`src/rtl/usart_ctl_seq.sv`:
```
module usart_ctl_seq #(
  parameter int W = 8
) (
  input  logic           clk,
  input  logic           rst_n,
  input  logic           wr_en,
  input  logic           addr,
  input  logic [W-1:0]   wdata,
  output logic [1:0]     entry_state,
  output logic           sync_mode,
  output logic [3:0]     char_len,
  output logic           par_en,
  output logic           par_even,
  output logic [1:0]     stop_code,
  output logic [6:0]     clk_factor,
  output logic           sync_single,
  output logic           ext_sync,
  output logic [2*W-1:0] sync_pat,
  output logic [W-1:0]   cmd,
  output logic           hunt
);
  localparam logic [1:0] ST_CMD  = 2'd0;
  localparam logic [1:0] ST_MODE = 2'd1;
  localparam logic [1:0] ST_SYN1 = 2'd2;
  localparam logic [1:0] ST_SYN2 = 2'd3;

  logic [1:0]     st_q;
  logic [W-1:0]   mode_q;
  logic [W-1:0]   cmd_q;
  logic [2*W-1:0] pat_q;
  logic           hunt_q;

  wire ctl_wr  = wr_en & addr;
  wire is_sync = (mode_q[1:0] == 2'b00);

  always_ff @(posedge clk or negedge rst_n) begin
    if (!rst_n) begin
      st_q   <= ST_MODE;
      mode_q <= '0;
      cmd_q  <= '0;
      pat_q  <= '0;
      hunt_q <= 1'b0;
    end else if (ctl_wr) begin
      case (st_q)
        ST_MODE: begin
          mode_q <= wdata;
          pat_q  <= '0;
          hunt_q <= 1'b0;
          if (wdata[1:0] != 2'b00) st_q <= ST_CMD;
          else if (wdata[7])       st_q <= ST_SYN2;
          else                     st_q <= ST_SYN1;
        end
        ST_SYN1: begin
          pat_q[2*W-1:W] <= wdata;
          st_q <= ST_SYN2;
        end
        ST_SYN2: begin
          pat_q[W-1:0] <= wdata;
          st_q <= ST_CMD;
        end
        default: begin
          cmd_q  <= wdata;
          hunt_q <= is_sync & wdata[7];
          if (wdata[6]) st_q <= ST_MODE;
        end
      endcase
    end
  end

  assign entry_state = st_q;
  assign sync_mode   = is_sync;
  assign char_len    = {2'b00, mode_q[3:2]} + 4'd5;
  assign par_en      = mode_q[4];
  assign par_even    = mode_q[5];
  assign stop_code   = is_sync ? 2'b00 : mode_q[7:6];
  assign sync_single = is_sync & mode_q[7];
  assign ext_sync    = is_sync & mode_q[6];
  assign sync_pat    = pat_q;
  assign cmd         = cmd_q;
  assign hunt        = hunt_q;

  always_comb begin
    case (mode_q[1:0])
      2'b10:   clk_factor = 7'd16;
      2'b11:   clk_factor = 7'd64;
      default: clk_factor = 7'd1;
    endcase
  end
endmodule


```
`config.mk`:
```
export PLATFORM = sky130hd
export DESIGN_NAME = usart_ctl_seq
export DESIGN_NICKNAME = d
export VERILOG_FILES = /design/src/rtl/usart_ctl_seq.sv
export SDC_FILE = /design/constraint.sdc
export NUM_CORES = 1
export LEC_CHECK = 0
export ABC_AREA = 1
export BUFFER_PORTS_ARGS = -buffer_cell sky130_fd_sc_hd__clkbuf_2
export CORE_ASPECT_RATIO = 1.5
export CORE_MARGIN = 2
export CORE_UTILIZATION = 50
export DETAILED_ROUTE_END_ITERATION = 8
export GPL_TIMING_DRIVEN = 0
export MAX_ROUTING_LAYER = met4
export PLACE_DENSITY = 0.85
export SYNTH_ARGS = -nofsm -noshare
export SYNTH_HDL_FRONTEND = slang
export SYNTH_SLANG_ARGS = --single-unit
```
`constraint.sdc`:
```
create_clock -name clk -period 1.85 [get_ports clk]
set_input_delay 0.0925 -clock clk [delete_from_list [all_inputs] [get_ports clk]]
set_output_delay 0.0925 -clock clk [all_outputs]
set_load 0.02 [all_outputs]
```
## Yosys cells after proc, flatten, opt, wreduce, memory -nomap -nowiden

Cells that the tools add are included.

- Memories kept: 0
- Bits in writable memories: 0
- ROM bits: 0
- Input bits: 12
- Bits in latches: 0
- Flip-flop bits (word level): 35

- Eq/ne operators: 5
- Mux-type cells: 9
- Add/subtract/negate cells: 1
- Shift operators: 0
- $lt $le $gt $ge: 0
- Multipliers: 0
- Bitwise logic cells: 6
- Divide/modulo/power cells: 0
- Reduce and logical (&&, ||, !) cells: 13

Operators by type and width:

| kind | count |
|---|---|
| $pmux 8 s2 | 2 |
| $pmux 7 s2 | 1 |
| $reduce_and 2->1 | 6 |
| $eq 2x2->1 const B | 4 |
| $mux 2 | 3 |
| $pmux 2 s3 | 1 |
| $reduce_bool 2->1 | 3 |
| $add 2x3->4 const B | 1 |
| $and 1x1->1 | 4 |
| $reduce_bool 4->1 | 1 |
| $reduce_or 3->1 | 1 |
| $eq 2x1->1 const B | 1 |
| $logic_not 2->1 | 1 |
| $not 1->1 | 2 |
| $pmux 1 s2 | 1 |
| $reduce_or 2->1 | 1 |
| $mux 1 | 1 |

## Logic depth before layout (Yosys ltp)

Gate-level depths: netlist of the first run.

- Depth after elaboration: 4
- Mapped depth: 7
- Gate-level depth less buffers: 7

## Worst setup path after synthesis of the first run

No wires, ideal clock.

- Path type: register to register
- Start: register st_q[0], in the netlist entry_state[0]
- End: register (tool-made name)
- Data arrival time: 1.452 ns
- Stages on the path, launching flop included: 8
- Setup slack: 0.322 ns
- Path through: dfstp_2 > inv_1 > ha_1 > inv_2 > nand2_1 > nand3_1 > nand2_1 > o21ai_1

RTL lines:

| what | line | RTL |
|---|---|---|
| from (decl) | 27 | `logic [1:0] st_q;` |
| from (signal assigned) | 38 | `st_q <= ST_MODE;` |
| from (signal assigned) | 49 | `if (wdata[1:0] != 2'b00) st_q <= ST_CMD;` |
| from (signal assigned) | 50 | `else if (wdata[7]) st_q <= ST_SYN2;` |

==> flow_summary.yaml, run 1 <==
run_status:
  outcome: "completed"
synthesis:
  netlist_area_um2: 1710
  yosysSeqAreaShare_pct: 51.4
  synth_cell_types: 23
  synth_warnings: 0
  ys_ff_latch: 35
  syn_avg_cell_area_um2: 9.80
  synth_edf_count: 0
  synthCells: 174
  ys.flop_type: "dfrtp_1"
  postSynth.asyncResetShare_pct: 100
route:
  first_pass_iters: 4
  ant_nets: 0
  vias: 1371
  route.detailed.drc: 0
  drtIter0Drc: 39
  viasPerCell: 4.90
  routedWlPerCell_um: 12.9
  wirelength_um: 3620
setup_path:
  crit_chain: "inv_1, ha_1, inv_2, nand2_1, nand3_1, nand2_1, o21ai_1"
  end_kind: "flop"
  cpMaxStageDelayCell: "dfstp_2"
  crit_type: "flop to flop"
  worst_ep_required_time_ns: 2.07
  critPathMaxFanout: 10
  reg2reg_from: "entry_state[0]"
  cp_common_cell: "nand2_1"
  slowest_delay_ns: 0.61
  reg2reg_depth: 7
  arrival_ns: 1.85
  reg2reg_setup_slack_ns: 0.22
  cp-start-kind: "flop"
global_route:
  grt_pass1_vias: 1249
  globalRouteTotalUtil_pct: 21.0
  grt_max_degree: 36
  antenna_found_initial: 0
  grt_pass1_wl_um: 5690
  overflow: 0
placed_design:
  hpwl_um: 2780
  gp_congestion: 0.853
  port_buffers: 52
power_and_ir_drop:
  p_comb_share_pct: 48.3
  leakagePower_nw: 1.22
  switching_share_pct: 45.7
  p_total_w: 0.00345
  intPower_w: 0.00188
  power.density_nw_per_um2: 1630
  ir_worst_vdd_uv: 935
  seqPwrFrac_pct: 36.4
  p_switching_w: 0.00158
  power_frac_clock_pct: 15.3
timing:
  final-max-slew-violation-count: 0
  fmax_mhz: 613
  relSlewSlack_pct: 43.7
  setup_viol: 0
  fin_skew_ns: 0.00529
  worstMarginPinSlew_ns: 0.845
  hold_viol: 0
  grt_setup_unrepaired: "false"
  period_share_pct: 88.2
  min_period_ns: 1.63
  fin_setup_tns_ns: 0
clock_tree:
  postCtsSetupBuffers: 0
  cts_root_buf: "clkbuf_8"
  cts_tree: "built"
  clockBufferDepth: 2
  cts_made_buffers: 5
  clock_sinks: 35
  path_clk_slew_ns: 0.07
  clk_latency_ns: 0.29
  ctsResizeCount: 0
  htree_levels: 2
layout:
  seq_area_um2: 877
  diodes: 0
  multi_input_area_um2: 667
  layout_commonest_cell: "clkbuf_2"
  layout_common_cells: "clkbuf_2, dfrtp_1, nand2_1"
  drive_gt1_share_pct: 41.6
  fillers: 291
  nets: 255
  area_delta_synth_final_pct: 24.5
floorplan:
  die_y_um: 75.5
  core_area_um2: 3350
  die-area_um2: 3900
  placementRows: 26
  die_w_um: 51.7
  initial_core_util_pct: 50.9
  num_io_pins: 57
hold_path:
  worstHoldPathCells: 3
  hold_class: "input pin to flop"
  hold_start: "wdata[2]"
  whs_endpoint: "sync_pat[10]"
flow_run:
  maxCapViolCount: 0
==> logic make-up after synthesis <==
family | synth area share (%)
AO/OA/AOI/OAI | 14.4
adder cells (fa/ha/maj) | 4.40
buffers and inverters | 10.1
flip-flops | 51.4
other | 0.220
AND/OR/NAND/NOR | 19.4
==> worst max-delay path: cells and delay by family, from the launching register on <==
family | cells | cell delay, ns
AND/OR/NAND/NOR | 3 | 0.31
adder cells (fa/ha/maj) | 1 | 0.30
flip-flops | 1 | 0.61
AO/OA/AOI/OAI | 1 | 0.07
buffers and inverters | 2 | 0.26
==> area by class of cell <==
type / instances / share of cell area, %
Tap cell: 42 / 2.47
Multi-Input combinational cell: 111 / 31.4
Clock buffer: 5 / 3.24
Buffer: 10 / 4.30
Sequential cell: 35 / 41.3
Timing Repair Buffer: 53 / 12.7
Clock inverter: 3 / 0.707
Inverter: 21 / 3.83
==> power by group through the flow <==
stage	clock network, W	logic [W]	registers (W)
after detailed placement	0	0.00168	0.00127
after global routing	0.000576	0.00183	0.00129
after global placement	0	0.00163	0.00126
after floorplan	0	0.000908	0.00151
after CTS	0.000535	0.00169	0.00125
final	0.000528	0.00167	0.00126
==> cell usage after synthesis, types with 2 or more instances <==
master / number / share of area, %
buf_4: 4 / 1.8
buf_6: 5 / 3.3
dfrtp_1: 34 / 50
ha_1: 6 / 4.4
inv_1: 19 / 4.2
nand2_1: 32 / 7.0
nand2_4: 3 / 2.0
nand3_1: 18 / 5.3
nand3_2: 2 / 1.2
nor2_1: 7 / 1.5
o21ai_0: 9 / 2.6
o21ai_1: 7 / 2.1
o21ai_2: 18 / 9.2
==> routing by layer <==
layer	wire [um]	global-route usage (%)
met1	1350	22.4
met2	2020	36.0
met3	180	4.51
met4	74	11.4
met5	0	-
==> per-stage QoR <==
step | instances | hold slack (ns) | area (um2) | setup slack [ns] | utilization (%)
after floorplan | 177 | -0.203 | 1720 | 0.322 | -
after global placement | 271 | 0.230 | 2030 | 0.290 | 60.6
after detailed placement | 271 | 0.244 | 2030 | 0.235 | 60.6
after CTS | 280 | 0.0371 | 2120 | 0.219 | 63.4
after global routing | 280 | 0.0611 | 2120 | 0.0893 | 63.4
final | 280 | 0.0373 | 2120 | 0.219 | 63.4
==> what timing repair did <==
action	CTS	global route
setup endpoints to repair	0	0
hold buffers	1	0
hold endpoints to repair	34	0
==> state kept, by name, summed over array words and instances, names as in the netlist, named ones only <==
name	count
mode_q	8
cmd	8
sync_pat	16
hunt	1
entry_state	1
==> worst max-delay path by stage <==
stage | endpoint | slack [ns] | cells past startpoint | from
CTS | flop | 0.22 | 7 | entry_state[0]
global route | flop | 0.09 | 7 | entry_state[0]
detailed placement | flop | 0.24 | 7 | entry_state[0]
floorplan | flop | 0.32 | 7 | entry_state[0]
global placement | flop | 0.29 | 7 | entry_state[0]
finish | flop | 0.22 | 7 | entry_state[0]
Note: power is estimated with default switching activity, not from simulation.
==> run 2: changes to the inputs <==
Settings changed: CORE_ASPECT_RATIO 1.5 to 1.25, REMOVE_ABC_BUFFERS set to 1, SETUP_SLACK_MARGIN set to 0.1.
==> run 2 against run 1 <==
Via count fell by 3.6%. Setup slack improved by 0.0030 ns. Fmax rose by 0.19%. Sequential power barely moved. Core utilization rose by 1.1 points. Largest cell class unchanged. Highest routed layer unchanged.
==> flow_summary.yaml, run 2 (synthesis gave the netlist of run 1 again) <==
layout:
  stdcell_area_um2: 2080
  diodes: 0
  largest_reg_flops: 16
  fillers: 291
  layout_common_cells: "clkbuf_2, dfrtp_1, nand2_1"
  seq_area_um2: 877
  nets: 245
  area_delta_synth_final_pct: 21.9
  layout_commonest_cell: "clkbuf_2"
  multi_input_area_um2: 667
  drive_gt1_share_pct: 39.0
  finish.utilization_pct: 64.5
clock_tree:
  clockBufferDepth: 2
  path_clk_slew_ns: 0.07
  cts_root_buf: "clkbuf_8"
  holdBufCountCts: 1
  postCtsSetupBuffers: 0
  cts_tree: "built"
  ctsResizeCount: 0
  cts_made_buffers: 5
  htree_levels: 2
  clk_latency_ns: 0.29
  clock_sinks: 35
placed_design:
  hpwl_um: 2520
  dp_slack_ns: 0.251
  placed_area_um2: 1930
  port_buffers: 52
  gp_congestion: 0.873
route:
  routedWlPerCell_um: 13.2
  viasPerCell: 4.99
  wirelength_um: 3510
  first_pass_iters: 4
  route.detailed.drc: 0
  vias: 1322
  ant_nets: 0
  drtIter0Drc: 38
flow_run:
  maxCapViolCount: 0
floorplan:
  die_w_um: 56.2
  initial_core_util_pct: 52.9
  die-area_um2: 3900
  placementRows: 23
  core_area_um2: 3220
  die_y_um: 69.3
  num_io_pins: 57
timing:
  setup_viol: 0
  worstMarginPinSlew_ns: 0.851
  hold_viol: 0
  grt_setup_unrepaired: "false"
  fmax_mhz: 614
  final-max-slew-violation-count: 0
  fin_skew_ns: 0.00314
  fin_ws_ns: 0.222
  relSlewSlack_pct: 43.3
  period_share_pct: 88.0
  fin_setup_tns_ns: 0
  min_period_ns: 1.63
global_route:
  antenna_found_initial: 0
  globalRouteTotalUtil_pct: 20.3
  grt_max_degree: 36
  overflow: 0
  grt_pass1_vias: 1318
  grt_pass1_wl_um: 6000
power_and_ir_drop:
  power_frac_clock_pct: 22.2
  switching_share_pct: 42.8
  intPower_w: 0.00212
  p_comb_share_pct: 44.1
  leakagePower_nw: 1.18
  p_switching_w: 0.00159
  seqPwrFrac_pct: 33.7
  power.density_nw_per_um2: 1790
  ir_worst_vdd_uv: 1100
setup_path:
  crit_path_start: "entry_state[0]"
  reg2reg_setup_slack_ns: 0.22
  reg2reg_from: "entry_state[0]"
  crit_type: "flop to flop"
  worst_ep_required_time_ns: 2.07
  cp-start-kind: "flop"
  critPathMaxFanout: 10
  end_kind: "flop"
  arrival_ns: 1.84
hold_path:
  hold_class: "input pin to flop"
  hold_start: "wdata[5]"
run_status:
  outcome: "completed"
==> run 2: cell count changes in the layout (fill, tap and decap cells not counted) <==
| cell | before | now |
|---|---|---|
| buf_2 | 1 | 0 |
| clkinvlp_4 | 0 | 1 |
| buf_4 | 4 | 0 |
| bufinv_16 | 0 | 2 |
| clkinv_2 | 3 | 0 |
| buf_6 | 5 | 0 |
==> run 2: area by class of cell <==
type | instances | share of cell area (%)
inverter | 21 | 3.91
sequential | 35 | 42.2
tap | 37 | 2.23
clock inverter | 3 | 3.25
multi-input combinational | 111 | 32.1
clock buffer | 5 | 3.31
timing repair buffer | 53 | 13.0
==> run 2: routing by layer <==
metal	global-route usage [%]	up-vias	wire length, um
li1	-	652	-
met1	23.3	627	1430
met2	33.3	36	1860
met3	5.41	7	160
met4	8.73	0	64
met5	-	-	0
==> run 2: worst paths after layout <==
| check | depth (start not counted) | to |
|---|---|---|
| max | 7 | flop |
| min | 3 | sync_pat[13] |
| max reg2reg | 7 | flop |
| min reg2reg | 2 | cmd[2] |
| max in group asynchronous | 2 | hunt |
| min in group asynchronous | 2 | mode_q[2] |
==> run 2: power groups by stage <==
stage          Clock [W]  Sequential [W]  Combinational [W]
2_1_floorplan          0         0.00151           0.000871
3_3_place_gp           0         0.00126            0.00160
3_5_place_dp           0         0.00126            0.00165
4_1_cts         0.000837         0.00125            0.00166
5_1_grt         0.000866         0.00129            0.00180
6_report        0.000824         0.00125            0.00164
==> run 2: worst max-delay path: stages (launching register included) <==
cell and delay, ns:
dfstp_2 0.61, inv_1 0.10, ha_1 0.31, inv_2 0.18
nand2_1 0.13, nand3_1 0.10, nand2_1 0.05, o21ai_1 0.07
==> run 2: stage by stage <==
| step | total power (W) | cells | hold slack [ns] |
|---|---|---|---|
| final | 0.00371 | 265 | 0.0386 |
| after global routing | 0.00396 | 265 | 0.0535 |
| after CTS | 0.00375 | 265 | 0.0346 |
| after detailed placement | 0.00291 | 256 | 0.237 |
| after global placement | 0.00286 | 256 | 0.235 |
| after floorplan | 0.00238 | 167 | -0.203 |
